===== config.mk =====
export PLATFORM = sky130hd
export DESIGN_NAME = burst_col_seq
export DESIGN_NICKNAME = d
export VERILOG_FILES = /design/src/rtl/bcs_pkg.sv /design/src/rtl/bcs_len_dec.sv /design/src/rtl/bcs_addr_gen.sv /design/src/rtl/bcs_beat_ctr.sv /design/src/rtl/burst_col_seq.sv
export SDC_FILE = /design/constraint.sdc
export NUM_CORES = 1
export LEC_CHECK = 0
export BUFFER_PORTS_ARGS = -buffer_cell sky130_fd_sc_hd__buf_4
export CORE_ASPECT_RATIO = 1.5
export CORE_MARGIN = 3
export CORE_UTILIZATION = 45
export CTS_BUF_LIST = sky130_fd_sc_hd__clkbuf_4 sky130_fd_sc_hd__clkbuf_8 sky130_fd_sc_hd__clkbuf_16
export DETAILED_ROUTE_END_ITERATION = 8
export PLACE_DENSITY = 0.65
export SETUP_SLACK_MARGIN = 0.15
export SLEW_MARGIN = 5
export SYNTH_ARGS = -nofsm -noshare
export SYNTH_HDL_FRONTEND = slang
export SYNTH_SLANG_ARGS = --single-unit

===== constraint.sdc =====
create_clock -name clk -period 3 [get_ports clk]
set_clock_uncertainty 0.1 [all_clocks]
set_input_delay 0.6 -clock clk [delete_from_list [all_inputs] [get_ports clk]]
set_output_delay 0.6 -clock clk [all_outputs]
set_load 0.02 [all_outputs]

===== src/rtl/bcs_pkg.sv =====
package bcs_pkg;
  typedef enum logic [2:0] {
    BLEN_1  = 3'b000,
    BLEN_2  = 3'b001,
    BLEN_4  = 3'b010,
    BLEN_8  = 3'b011,
    BLEN_FP = 3'b111
  } blen_e;
endpackage


===== src/rtl/bcs_len_dec.sv =====
module bcs_len_dec
  import bcs_pkg::*;
#(
  parameter int COL_W = 9
) (
  input  logic [2:0]       code_i,
  input  logic             itlv_req_i,
  output logic [COL_W-1:0] mask_o,
  output logic             fp_o,
  output logic             itlv_o
);
  always_comb begin
    mask_o = '0;
    fp_o   = 1'b0;
    unique case (code_i)
      BLEN_2:  mask_o = COL_W'(1);
      BLEN_4:  mask_o = COL_W'(3);
      BLEN_8:  mask_o = COL_W'(7);
      BLEN_FP: begin
        mask_o = '1;
        fp_o   = 1'b1;
      end
      default: mask_o = '0;
    endcase
    // full page runs in sequential order only
    itlv_o = itlv_req_i & ~fp_o;
  end
endmodule


===== src/rtl/bcs_addr_gen.sv =====
module bcs_addr_gen #(
  parameter int COL_W = 9
) (
  input  logic [COL_W-1:0] base_i,
  input  logic [COL_W-1:0] idx_i,
  input  logic [COL_W-1:0] mask_i,
  input  logic             itlv_i,
  output logic [COL_W-1:0] addr_o
);
  logic [COL_W-1:0] seq_w;
  logic [COL_W-1:0] xor_w;
  logic [COL_W-1:0] low_w;

  assign seq_w = base_i + idx_i;
  assign xor_w = base_i ^ idx_i;
  assign low_w = itlv_i ? xor_w : seq_w;

  // bits inside the burst window move, bits above it keep the base
  for (genvar b = 0; b < COL_W; b++) begin : g_bit
    assign addr_o[b] = mask_i[b] ? low_w[b] : base_i[b];
  end
endmodule


===== src/rtl/bcs_beat_ctr.sv =====
module bcs_beat_ctr #(
  parameter int COL_W = 9
) (
  input  logic             clk,
  input  logic             rst,
  input  logic             start_i,
  input  logic             stop_i,
  input  logic             adv_i,
  input  logic [COL_W-1:0] mask_i,
  input  logic             fp_i,
  output logic [COL_W-1:0] idx_o,
  output logic             step_o,
  output logic             active_o,
  output logic             done_o
);
  logic last_w;
  logic end_w;

  assign last_w = ~fp_i & (idx_o == mask_i);
  assign end_w  = active_o & ~start_i & (stop_i | (adv_i & last_w));
  assign step_o = active_o & ~start_i & ~stop_i & adv_i & ~last_w;

  always_ff @(posedge clk) begin
    if (rst) begin
      idx_o    <= '0;
      active_o <= 1'b0;
      done_o   <= 1'b0;
    end else begin
      done_o <= end_w;
      if (start_i) begin
        idx_o    <= '0;
        active_o <= 1'b1;
      end else if (end_w) begin
        active_o <= 1'b0;
      end else if (step_o) begin
        idx_o <= idx_o + COL_W'(1);
      end
    end
  end
endmodule


===== src/rtl/burst_col_seq.sv =====
module burst_col_seq
  import bcs_pkg::*;
#(
  parameter int COL_W = 9
) (
  input  logic             clk,
  input  logic             rst,
  input  logic             start_i,
  input  logic [COL_W-1:0] col_i,
  input  logic [2:0]       blen_i,
  input  logic             itlv_i,
  input  logic             stop_i,
  input  logic             adv_i,
  output logic [COL_W-1:0] col_o,
  output logic             beat_vld_o,
  output logic             done_o
);
  logic [COL_W-1:0] dec_mask;
  logic             dec_fp;
  logic             dec_itlv;

  logic [COL_W-1:0] base_q;
  logic [COL_W-1:0] mask_q;
  logic             fp_q;
  logic             itlv_q;

  logic [COL_W-1:0] idx;
  logic             step;
  logic [COL_W-1:0] nxt_addr;

  bcs_len_dec #(.COL_W(COL_W)) u_dec (
    .code_i     (blen_i),
    .itlv_req_i (itlv_i),
    .mask_o     (dec_mask),
    .fp_o       (dec_fp),
    .itlv_o     (dec_itlv)
  );

  always_ff @(posedge clk) begin
    if (rst) begin
      base_q <= '0;
      mask_q <= '0;
      fp_q   <= 1'b0;
      itlv_q <= 1'b0;
    end else if (start_i) begin
      base_q <= col_i;
      mask_q <= dec_mask;
      fp_q   <= dec_fp;
      itlv_q <= dec_itlv;
    end
  end

  bcs_beat_ctr #(.COL_W(COL_W)) u_ctr (
    .clk      (clk),
    .rst      (rst),
    .start_i  (start_i),
    .stop_i   (stop_i),
    .adv_i    (adv_i),
    .mask_i   (mask_q),
    .fp_i     (fp_q),
    .idx_o    (idx),
    .step_o   (step),
    .active_o (beat_vld_o),
    .done_o   (done_o)
  );

  bcs_addr_gen #(.COL_W(COL_W)) u_addr (
    .base_i (base_q),
    .idx_i  (idx + COL_W'(1)),
    .mask_i (mask_q),
    .itlv_i (itlv_q),
    .addr_o (nxt_addr)
  );

  always_ff @(posedge clk) begin
    if (rst) begin
      col_o <= '0;
    end else if (start_i) begin
      col_o <= col_i;
    end else if (step) begin
      col_o <= nxt_addr;
    end
  end
endmodule


; After elaboration in Yosys (flattened, before gate mapping)
; Cells that the tools add are included.
[word_totals]
out_inout_bits = 11
input_bits = 18
wordCells = 51
register_bits = 40
[op_classes]
n_eq_ne = 5
n_reduce_logical = 4
addsub = 2
n_bitwise = 16
mux = 16
[ops]
columns = operator, n
row1 = 9-bit case mux with 4 select lines, 1
row2 = 9-bit 2-to-1 mux, 3
row3 = 1-bit 2-to-1 mux, 12
row4 = 9-bit by 1-bit adder with 9-bit output (second input constant), 1
row5 = 9-bit adder, 1
row6 = 9-bit == test, 1
row7 = 9-bit bitwise XOR, 1
row8 = 1-bit AND, 8
row9 = 3-bit by 2-bit == test with 1-bit output (second input constant), 2
row10 = 1-bit NOT, 6
row11 = 2-bit nonzero test, 2
row12 = 3-bit by 1-bit == test with 1-bit output (second input constant), 1
row13 = 3-bit == test (second input constant), 1
row14 = 2-bit AND reduction, 1
row15 = 2-bit OR reduction, 1
row16 = 1-bit OR, 1

; Longest topological paths before layout
; Gate-level depths: netlist of run 1.
[depth]
ltp_word = 7
ltp_mapped = 10
ltp_nobuf = 10

; By module
; A second synthesis of run 1 with hierarchy kept.
[hier_totals]
cells_unflattened = 277
area_unflattened_um2 = 2558.7
[modules_own_cells]
columns = module, seq_area_each_um2, n_inst, cells_per_inst, area_each_um2
row1 = burst_col_seq, 580.6, 1, 122, 1301.2
row2 = bcs_beat_ctr, 220.2, 1, 79, 666.9
row3 = bcs_addr_gen, 0.0, 1, 63, 494.2
row4 = bcs_len_dec, 0.0, 1, 13, 96.3

; Worst setup path after synthesis of run 1
; Ideal clock, no wire load.
[synth_timing]
path_type = reg-to-reg
start = reg u_ctr.idx_o[0]
end = reg col_o[8]
t_required_ps = 2821
synth_period_minus_slack_ps = 2494
path_slack_ps = 506
stages_incl_launch_ff = 11
setup_ps = 79
arrival_ps = 2315
path_buffers = 0
cell_sequence = dfxtp_1 ha_1 nand3_1 xnor2_1 ha_1 a21o_1 a21oi_1 a21oi_1 o2111a_1 or3_1 o211ai_1
[synth_via]
elab_chain_cells = 6
elab_cells_between_ends = 12
classes_between = add/sub (2) / eq/ne (1) / mux (4) / bitwise (4) / reduce/logical (1)
[synth_lines]
columns = element, line
row1 = "start, declared", bcs_beat_ctr.sv:11  ; output logic [COL_W-1:0] idx_o,
row2 = "start signal, assigned", bcs_beat_ctr.sv:36  ; idx_o <= idx_o + COL_W'(1);
row3 = 9-bit by 1-bit adder with 9-bit output, burst_col_seq.sv:69  ; .idx_i (idx + COL_W'(1)),
row4 = via u_addr.idx_i[4], bcs_addr_gen.sv:5  ; input logic [COL_W-1:0] idx_i,
row5 = 9-bit adder, bcs_addr_gen.sv:14  ; assign seq_w = base_i + idx_i;
row6 = 9-bit 2-to-1 mux, bcs_addr_gen.sv:16  ; assign low_w = itlv_i ? xor_w : seq_w;
row7 = 1-bit 2-to-1 mux, bcs_addr_gen.sv:20  ; assign addr_o[b] = mask_i[b] ? low_w[b] : base_i[b];
row8 = 9-bit 2-to-1 mux, burst_col_seq.sv:80  ; end else if (step) begin
row9 = 9-bit 2-to-1 mux, burst_col_seq.sv:78  ; end else if (start_i) begin
row10 = "end signal, assigned", burst_col_seq.sv:79  ; col_o <= col_i;
row11 = "end signal, assigned", burst_col_seq.sv:81  ; col_o <= nxt_addr;
row12 = "end, declared", burst_col_seq.sv:14  ; output logic [COL_W-1:0] col_o,
; The timed path passes the listed nets, and every way through them passes these cells. The select of a mux whose other input is x is not followed.
; A chain may end at the register's enable or synchronous reset.

; Worst setup path after layout of run 1
[layout_timing]
start = reg u_ctr.idx_o[1]
end = reg col_o[8]
; Same word-level chain as after synthesis.

==> results.json, run 1 <==
{
  "met1_usage_pct": 22.7,
  "syn_area_per_cell_sq_um": 8.33,
  "synth-edff-count": 0,
  "netlist_instances": 240,
  "hold_viol": 0,
  "firstDrtPassIters": 4,
  "grt_pass1_wl_microns": 7990,
  "cts_root_buf": "clkbuf_8",
  "synth_area_sq_um": 2000,
  "synth-compound-area-share_pct": 19.2,
  "async_flop_share_pct": 0,
  "nets": 299,
  "numCtsBuffers": 5,
  "cp_common_cell": "a21oi_1",
  "rrSetupSlack_ns": 0.35,
  "portBuffers": 28,
  "wl_per_cell_microns": 15.5,
  "total_power_uw": 986,
  "end_kind": "flip-flop",
  "drt-total-wl_microns": 4880,
  "reg2reg_depth": 10,
  "cts_sinks": 34,
  "setup_viol": 0,
  "routabilityCongestion": 0.836,
  "fillCellCount": 410,
  "min_period_over_period_pct": 88.4,
  "slowest_delay_ns": 0.39,
  "gr-usage-met2_pct": 36.7,
  "antenna_found_initial": 0,
  "synth_top_family_by_area": "simple AND/OR/NAND/NOR gates",
  "synth-seq-cells": 34,
  "ir_drop_mv": 0.347,
  "met3_usage_pct": 4.13,
  "ys_seq_area_share_pct": 34.0,
  "yosys.area_share.simple_pct": 20.5,
  "status": "completed",
  "vias_per_cell": 5.52,
  "place_area_sq_um": 2250,
  "r2r_end": "col_o[8]",
  "drtAntennaViolNets": 0,
  "pwr_density_cell_nw_per_um2": 416,
  "whs_path_depth": 2,
  "clockBufferDepth": 2,
  "die_area_sq_um": 5300,
  "synthXorXnorAreaFrac_pct": 9.64,
  "critPathArrivalTime_ns": 2.76,
  "core_sq_um": 4250,
  "power.leakage_nw": 1.01,
  "maxSlewViolCount": 0,
  "cpMaxStageDelayCell": "dfxtp_1",
  "min_to": "col_o[2]",
  "grt_pass1_vias": 1695,
  "grt_overflow_total": 0,
  "path_clk_slew_ns": 0.07,
  "slew_headroom_pct": 62.4,
  "area_delta_synth_final_pct": 18.6,
  "synth_top_cell_by_area": "dfxtp_1",
  "num_io_pins": 29,
  "hold_start": "col_o[2]",
  "cp-start-kind": "flip-flop",
  "drive_above_1_share_pct": 19.3,
  "grt_busiest_layer": "met2",
  "synthTopCellsByArea": "dfxtp_1 34%, ha_1 6.9%, xor2_1 6.1%",
  "htreeDepth": 2,
  "timing.rr.start": "u_ctr.idx_o[1]",
  "tns_ns": 0,
  "fin_crit_ns": 2.65,
  "max_cap_viol_count": 0,
  "max_freq_mhz": 377,
  "clk_latency_ns": 0.29,
  "hpwlAfterDp_microns": 3590,
  "die_h_microns": 87.6,
  "yosysMostFrequentCell": "dfxtp_1",
  "dr_total_vias": 1745,
  "drc": 0,
  "synth_top_area_share_pct": 34.0,
  "rows": 29,
  "stdcell_area_sq_um": 2370,
  "syn_nets": 270,
  "path_class": "flip-flop to flip-flop",
  "grt_max_degree": 26,
  "tightest_slew_ns": 0.564,
  "synth_ff_type": "dfxtp_1",
  "antennaDiodeCount": 0,
  "synth_fa_ha_area_share_pct": 7.88,
  "ys_warn_count": 0,
  "critical_path_peak_fanout": 5,
  "rsz0062_at_grt": "false",
  "worstPathRequired_ns": 3.11,
  "hold_class": "flip-flop to flip-flop",
  "yosys.cell_types.count": 45,
  "postCtsSetupBuffers": 0,
  "drt_iter0_drc": 36,
  "start_util_pct": 47.1,
  "muxShareOfSynthArea_pct": 4.51,
  "cts_tree": "built",
  "synth_common_cells": "34 x dfxtp_1, 29 x nand2_1, 25 x nor2_1, 21 x a21oi_1, 14 x xor2_1",
  "path_cells": "ha_2 -> nand3_2 -> xnor2_1 -> ha_1 -> a21o_1 -> a21oi_1 -> a21oi_1 -> o2111a_1 -> or3_1 -> o211ai_1",
  "chipWidth_microns": 60.4,
  "grt_use_total_pct": 20.6
}
-- state kept, by name, indices dropped and copies added (netlist names) --
register,count
u_ctr.active_o,1
itlv_q,1
mask_q,4
col_o,9
u_ctr.done_o,1
u_ctr.idx_o,9
base_q,9
-- worst max path at each step --
stage                   startpoint       end  slack (ns)  cells past startpoint
floorplan           u_ctr.idx_o[0]  col_o[8]        0.51                     10
global placement    u_ctr.idx_o[0]  col_o[8]        0.39                     10
detailed placement  u_ctr.idx_o[0]  col_o[8]        0.30                     10
CTS                 u_ctr.idx_o[0]  col_o[8]        0.26                     10
global route        u_ctr.idx_o[1]  col_o[8]        0.15                     10
finish              u_ctr.idx_o[1]  col_o[8]        0.35                     10
-- metrics by stage --
stage               hold slack (ns)  setup WS, ns  std cells  util, %
global route                  0.418         0.149        316     55.9
global placement              0.370         0.388        308     53.1
floorplan                     0.362         0.506        240        -
detailed placement            0.377         0.295        308     53.1
finish                        0.390         0.349        316     55.9
CTS                           0.390         0.262        316     55.3
-- cells in the final DEF, fill, tap and decap left out, types with 5 or more instances in the layout --
master    instances
a21oi_1          21
mux2i_1           9
xor2_1           13
o21ai_0          11
o211ai_1          6
xnor2_1           8
nand2_1          29
inv_1             8
nor2_1           25
ha_1             10
nor3_1            5
clkbuf_8          6
dfxtp_1          32
buf_4            33
-- layout make-up --
type | instances | area [sq um] | share of cell area, %
flip-flops and latches | 34 | 683 | 28.8
multi-input cells | 186 | 1250 | 52.9
well taps | 46 | 57.6 | 2.43
clock inverters | 1 | 5.00 | 0.211
clock buffers | 7 | 90.1 | 3.80
inverters | 9 | 33.8 | 1.42
repair buffers | 33 | 248 | 10.4
-- logic make-up (layout without fill, tap and decap cells) --
logic type               Yosys count  in the layout
AO/OA/AOI/OAI                     58             58
XOR/XNOR                          22             22
adder cells (fa/ha/maj)           12             12
buffers and inverters             20             50
flip-flops                        34             34
multiplexers                       9              9
AND/OR/NAND/NOR                   85             85
-- layer usage --
metal	routed length [microns]	part of all wire [%]
met5	0	0
met2	2640	54
met3	166	3.4
met4	143	2.9
met1	1930	40
-- report_power, final --
part	internal (mW)	switching, mW
Sequential	0.470	0.0180
Clock	0.194	0.170
Combinational	0.0629	0.0706
Total	0.727	0.259
-- what timing repair did --
item / CTS / global route
hold buffers: 0 / 0
resized for setup: 0 / 6
setup endpoints to repair: 0 / 1
-- critical path, delay by kind of cell, from the launching register on --
| family | cells | cell delay [ns] |
|---|---|---|
| compound gates | 5 | 0.84 |
| simple gates | 2 | 0.47 |
| flops | 1 | 0.39 |
| xor+xnor | 1 | 0.17 |
| fa+ha+maj | 2 | 0.61 |
(Power assumes the default switching activity.)
==> run 2, diff against run 1 <==
- CORE_ASPECT_RATIO: 1.5 -> 0.6
==> results.json, run 2 (same netlist as run 1, synthesis figures left out) <==
{
  "cts_sinks": 34,
  "slew_headroom_pct": 63.8,
  "grt_pass1_vias": 1627,
  "cpMaxStageDelayCell": "dfxtp_1",
  "wl_per_cell_microns": 14.1,
  "drc": 0,
  "cts_tree": "built",
  "fin_crit_ns": 2.68,
  "drt-total-wl_microns": 4590,
  "pwr_density_cell_nw_per_um2": 407,
  "wl_met3_microns": 182,
  "status": "completed",
  "vias_per_cell": 5.26,
  "drtAntennaViolNets": 0,
  "layout_common_cells": "32 x dfxtp_1, 30 x buf_4, 29 x nand2_1, 25 x nor2_1, 21 x a21oi_1",
  "area_delta_synth_final_pct": 16.9,
  "htreeDepth": 2,
  "fillCellCount": 427,
  "grt_overflow_total": 0,
  "drt_iter0_drc": 101,
  "critical_path_peak_fanout": 4,
  "power.leakage_nw": 0.987,
  "start_util_pct": 47.7,
  "numCtsBuffers": 5,
  "hold_viol": 0,
  "path_cells": "and3_1 -> and3_1 -> and3_1 -> xor2_1 -> ha_1 -> a21oi_1 -> nor2_1 -> o2111a_1 -> or3_1 -> o211ai_1",
  "antennaDiodeCount": 0,
  "rsz0062_at_grt": "false",
  "ir_drop_mv": 0.264,
  "top_regs": "base_q x9, col_o x9, u_ctr.idx_o x9",
  "whs_path_depth": 2,
  "total_power_uw": 952,
  "critPathArrivalTime_ns": 2.79,
  "grt_max_degree": 28,
  "portBuffers": 28,
  "die_area_sq_um": 5310,
  "core_sq_um": 4190,
  "chipWidth_microns": 92.1,
  "cts_resized": 0,
  "cts_root_buf": "clkbuf_8",
  "clockBufferDepth": 2,
  "hold_class": "flip-flop to flip-flop",
  "cp_common_cell": "and3_1",
  "max_freq_mhz": 373,
  "min_period_over_period_pct": 89.3,
  "top_layer_used": "met4",
  "max_cap_viol_count": 0,
  "num_io_pins": 29,
  "met2_wirelength_microns": 1750,
  "path_class": "flip-flop to flip-flop",
  "wl_met1_microns": 2600,
  "crit_buf_inv": 0,
  "grt_use_total_pct": 18.9,
  "clk_latency_ns": 0.28,
  "antenna_found_initial": 0,
  "critical-path-top-delay-family": "simple AND/OR/NAND/NOR gates",
  "rrSetupSlack_ns": 0.32,
  "setup_viol": 0,
  "hpwlAfterDp_microns": 3360,
  "firstDrtPassIters": 4,
  "reg2reg_depth": 10,
  "timing.rr.start": "u_ctr.idx_o[1]",
  "dr_total_vias": 1716,
  "cp-startpoint": "u_ctr.idx_o[1]",
  "nets": 296,
  "maxSlewViolCount": 0,
  "worstPathRequired_ns": 3.11,
  "final_common_cell": "dfxtp_1",
  "tns_ns": 0,
  "grt_pass1_wl_microns": 7910,
  "cp-start-kind": "flip-flop",
  "crit_path_end": "col_o[8]",
  "postCtsSetupBuffers": 0,
  "die_h_microns": 57.6,
  "path_clk_slew_ns": 0.07,
  "tightest_slew_ns": 0.542,
  "r2r_end": "col_o[8]",
  "slowest_delay_ns": 0.40,
  "drive_above_1_share_pct": 16.9,
  "end_kind": "flip-flop",
  "rows": 18,
  "path_depth": 10,
  "cts_hold_buf": 0,
  "routabilityCongestion": 0.841
}
## run 2: layout make-up
type / instances / area (sq um) / share of cell area (%)
multi-input cells: 186 / 1240 / 52.9
flip-flops and latches: 34 / 683 / 29.2
repair buffers: 30 / 225 / 9.64
clock buffers: 7 / 83.8 / 3.59
well taps: 60 / 75.1 / 3.21
inverters: 9 / 33.8 / 1.45
## run 2: metal layers
metal  track usage [%]  vias to the layer above
li1                  -                      895
met1              28.2                      784
met2              26.6                       31
met3              4.54                        6
met4              6.98                        0
met5                 0                        -
## run 2: worst min path at each step
stage | from | to | slack (ns)
2_1_floorplan | base_q[0] | base_q[0] | 0.36
3_3_place_gp | base_q[0] | base_q[0] | 0.38
3_5_place_dp | col_o[2] | col_o[2] | 0.37
4_1_cts | col_o[2] | col_o[2] | 0.39
5_1_grt | col_o[2] | col_o[2] | 0.41
6_report | col_o[2] | col_o[2] | 0.39
## run 2: worst reg2reg max path, cell delays in order, from the launching register on
cell	delay (ns)
dfxtp_1	0.40
and3_1	0.25
and3_1	0.23
and3_1	0.21
xor2_1	0.22
ha_1	0.27
a21oi_1	0.15
nor2_1	0.07
o2111a_1	0.28
or3_1	0.34
o211ai_1	0.08
## run 2: metrics by stage
stage	hold WS, ns	std cells	setup slack (ns)	utilization, %	area (sq um)
3_3_place_gp	0.379	319	0.377	53.7	2250
6_report	0.389	326	0.322	55.8	2340
4_1_cts	0.389	326	0.283	55.7	2330
3_5_place_dp	0.374	319	0.300	53.7	2250
2_1_floorplan	0.362	240	0.506	-	2000
5_1_grt	0.409	326	0.154	55.8	2340
## run 2: report_power, final
part           leakage, nW  switching [mW]  internal (mW)  total (mW)
registers            0.280          0.0174          0.470       0.488
clock network       0.0452           0.157          0.178       0.335
logic                0.662          0.0695         0.0601       0.130
==> run 3, diff against run 2 <==
- CTS_CLUSTER_SIZE: not set -> 12
- clock period: 3 -> 3.1 ns (I/O delays scaled with it)
==> results.json, run 3 (same netlist as run 1, synthesis figures left out) <==
{
  "status": "completed",
  "pwr_density_cell_nw_per_um2": 399,
  "ir_drop_mv": 0.274,
  "htreeDepth": 2,
  "firstDrtPassIters": 6,
  "antennaDiodeCount": 0,
  "grt_max_degree": 28,
  "timing.rr.start": "u_ctr.idx_o[0]",
  "start_util_pct": 47.7,
  "numCtsBuffers": 5,
  "clk_latency_ns": 0.28,
  "vias_per_cell": 5.24,
  "slew_headroom_pct": 66.7,
  "drive_above_1_share_pct": 15.8,
  "r2r_end": "col_o[8]",
  "cts_resized": 0,
  "cts_hold_buf": 0,
  "hold_start": "col_o[2]",
  "gr-usage-met2_pct": 24.7,
  "clockBufferDepth": 2,
  "met1_usage_pct": 27.4,
  "hold_class": "flip-flop to flip-flop",
  "grt_busiest_layer": "met1",
  "grt_pass1_wl_microns": 7560,
  "met3_usage_pct": 5.19,
  "num_io_pins": 29,
  "rrSetupSlack_ns": 0.40,
  "cts_tree": "built",
  "drtAntennaViolNets": 0,
  "chipWidth_microns": 92.1,
  "die_h_microns": 57.6,
  "rows": 18,
  "cp-start-kind": "flip-flop",
  "hold_viol": 0,
  "tns_ns": 0,
  "area_delta_synth_final_pct": 16.6,
  "max_cap_viol_count": 0,
  "drt_iter0_drc": 82,
  "min_period_over_period_pct": 87.0,
  "critical_path_peak_fanout": 5,
  "layout_common_cells": "34 x dfxtp_1, 30 x buf_4, 29 x nand2_1, 25 x nor2_1, 21 x a21oi_1",
  "core_sq_um": 4190,
  "grt_overflow_total": 0,
  "path_class": "flip-flop to flip-flop",
  "portBuffers": 28,
  "whs_path_depth": 2,
  "stdcell_area_sq_um": 2330,
  "placed_cells": 319,
  "drt-total-wl_microns": 4550,
  "place_area_sq_um": 2250,
  "tightest_slew_ns": 0.498,
  "grt_pass1_vias": 1538,
  "fillCellCount": 410,
  "fin_crit_ns": 2.70,
  "power.leakage_nw": 0.988,
  "worstPathRequired_ns": 3.21,
  "instances_no_fill": 326,
  "path_clk_slew_ns": 0.07,
  "die_area_sq_um": 5310,
  "rsz0062_at_grt": "false",
  "setup_viol": 0,
  "postCtsSetupBuffers": 0,
  "maxSlewViolCount": 0,
  "dr_total_vias": 1709,
  "min_to": "col_o[2]",
  "max_freq_mhz": 371,
  "reg2reg_depth": 10,
  "cts_root_buf": "clkbuf_8",
  "top_regs": "base_q x9, col_o x9, u_ctr.idx_o x9",
  "final_common_cell": "dfxtp_1",
  "end_kind": "flip-flop",
  "cts_sinks": 34,
  "antenna_found_initial": 0,
  "hpwlAfterDp_microns": 3370,
  "grt_use_total_pct": 18.2,
  "routabilityCongestion": 0.890,
  "drc": 0,
  "critPathArrivalTime_ns": 2.81,
  "nets": 296,
  "wl_per_cell_microns": 14.0
}
## run 3: power breakdown
part | internal, mW | switching [mW]
clock network | 0.172 | 0.161
logic | 0.0587 | 0.0669
registers | 0.455 | 0.0173
total | 0.686 | 0.245
## run 3: per-stage QoR
| step | total power, mW | util [%] | hold slack, ns | setup slack [ns] |
|---|---|---|---|---|
| final | 0.931 | 55.7 | 0.392 | 0.404 |
| after global placement | 0.606 | 53.7 | 0.378 | 0.495 |
| after floorplan | 0.558 | - | 0.362 | 0.606 |
| after CTS | 0.937 | 55.7 | 0.390 | 0.403 |
| after global routing | 0.971 | 55.7 | 0.403 | 0.216 |
| after detailed placement | 0.608 | 53.7 | 0.375 | 0.407 |
## run 3: cell type report
type	instances	area, sq um	area share, %
clock buffers	7	83.8	3.59
inverters	9	33.8	1.45
multi-input cells	186	1230	52.9
flip-flops and latches	34	681	29.2
repair buffers	30	225	9.66
well taps	60	75.1	3.22
## run 3: worst max-delay path by stage
stage          depth (start not counted)       end  slack, ns            from
5_1_grt                               10  col_o[8]       0.22  u_ctr.idx_o[2]
6_report                              10  col_o[8]       0.40  u_ctr.idx_o[0]
4_1_cts                               10  col_o[8]       0.40  u_ctr.idx_o[0]
3_3_place_gp                          10  col_o[8]       0.49  u_ctr.idx_o[0]
3_5_place_dp                          10  col_o[8]       0.41  u_ctr.idx_o[0]
2_1_floorplan                         10  col_o[8]       0.61  u_ctr.idx_o[0]
## run 3: per-layer routing
| metal | vias up | share of wire, % |
|---|---|---|
| li1 | 896 | - |
| met1 | 767 | 53 |
| met2 | 42 | 39 |
| met3 | 4 | 6.3 |
| met4 | 0 | 0.83 |
| met5 | - | 0 |
## run 3: worst max-delay path: stages (launching register included)
cell,delay [ns]
dfxtp_1,0.41
ha_1,0.25
nand3_1,0.19
xnor2_1,0.18
ha_1,0.35
a21o_1,0.19
a21oi_1,0.18
a21oi_1,0.11
o2111a_1,0.25
or3_1,0.34
o211ai_1,0.08
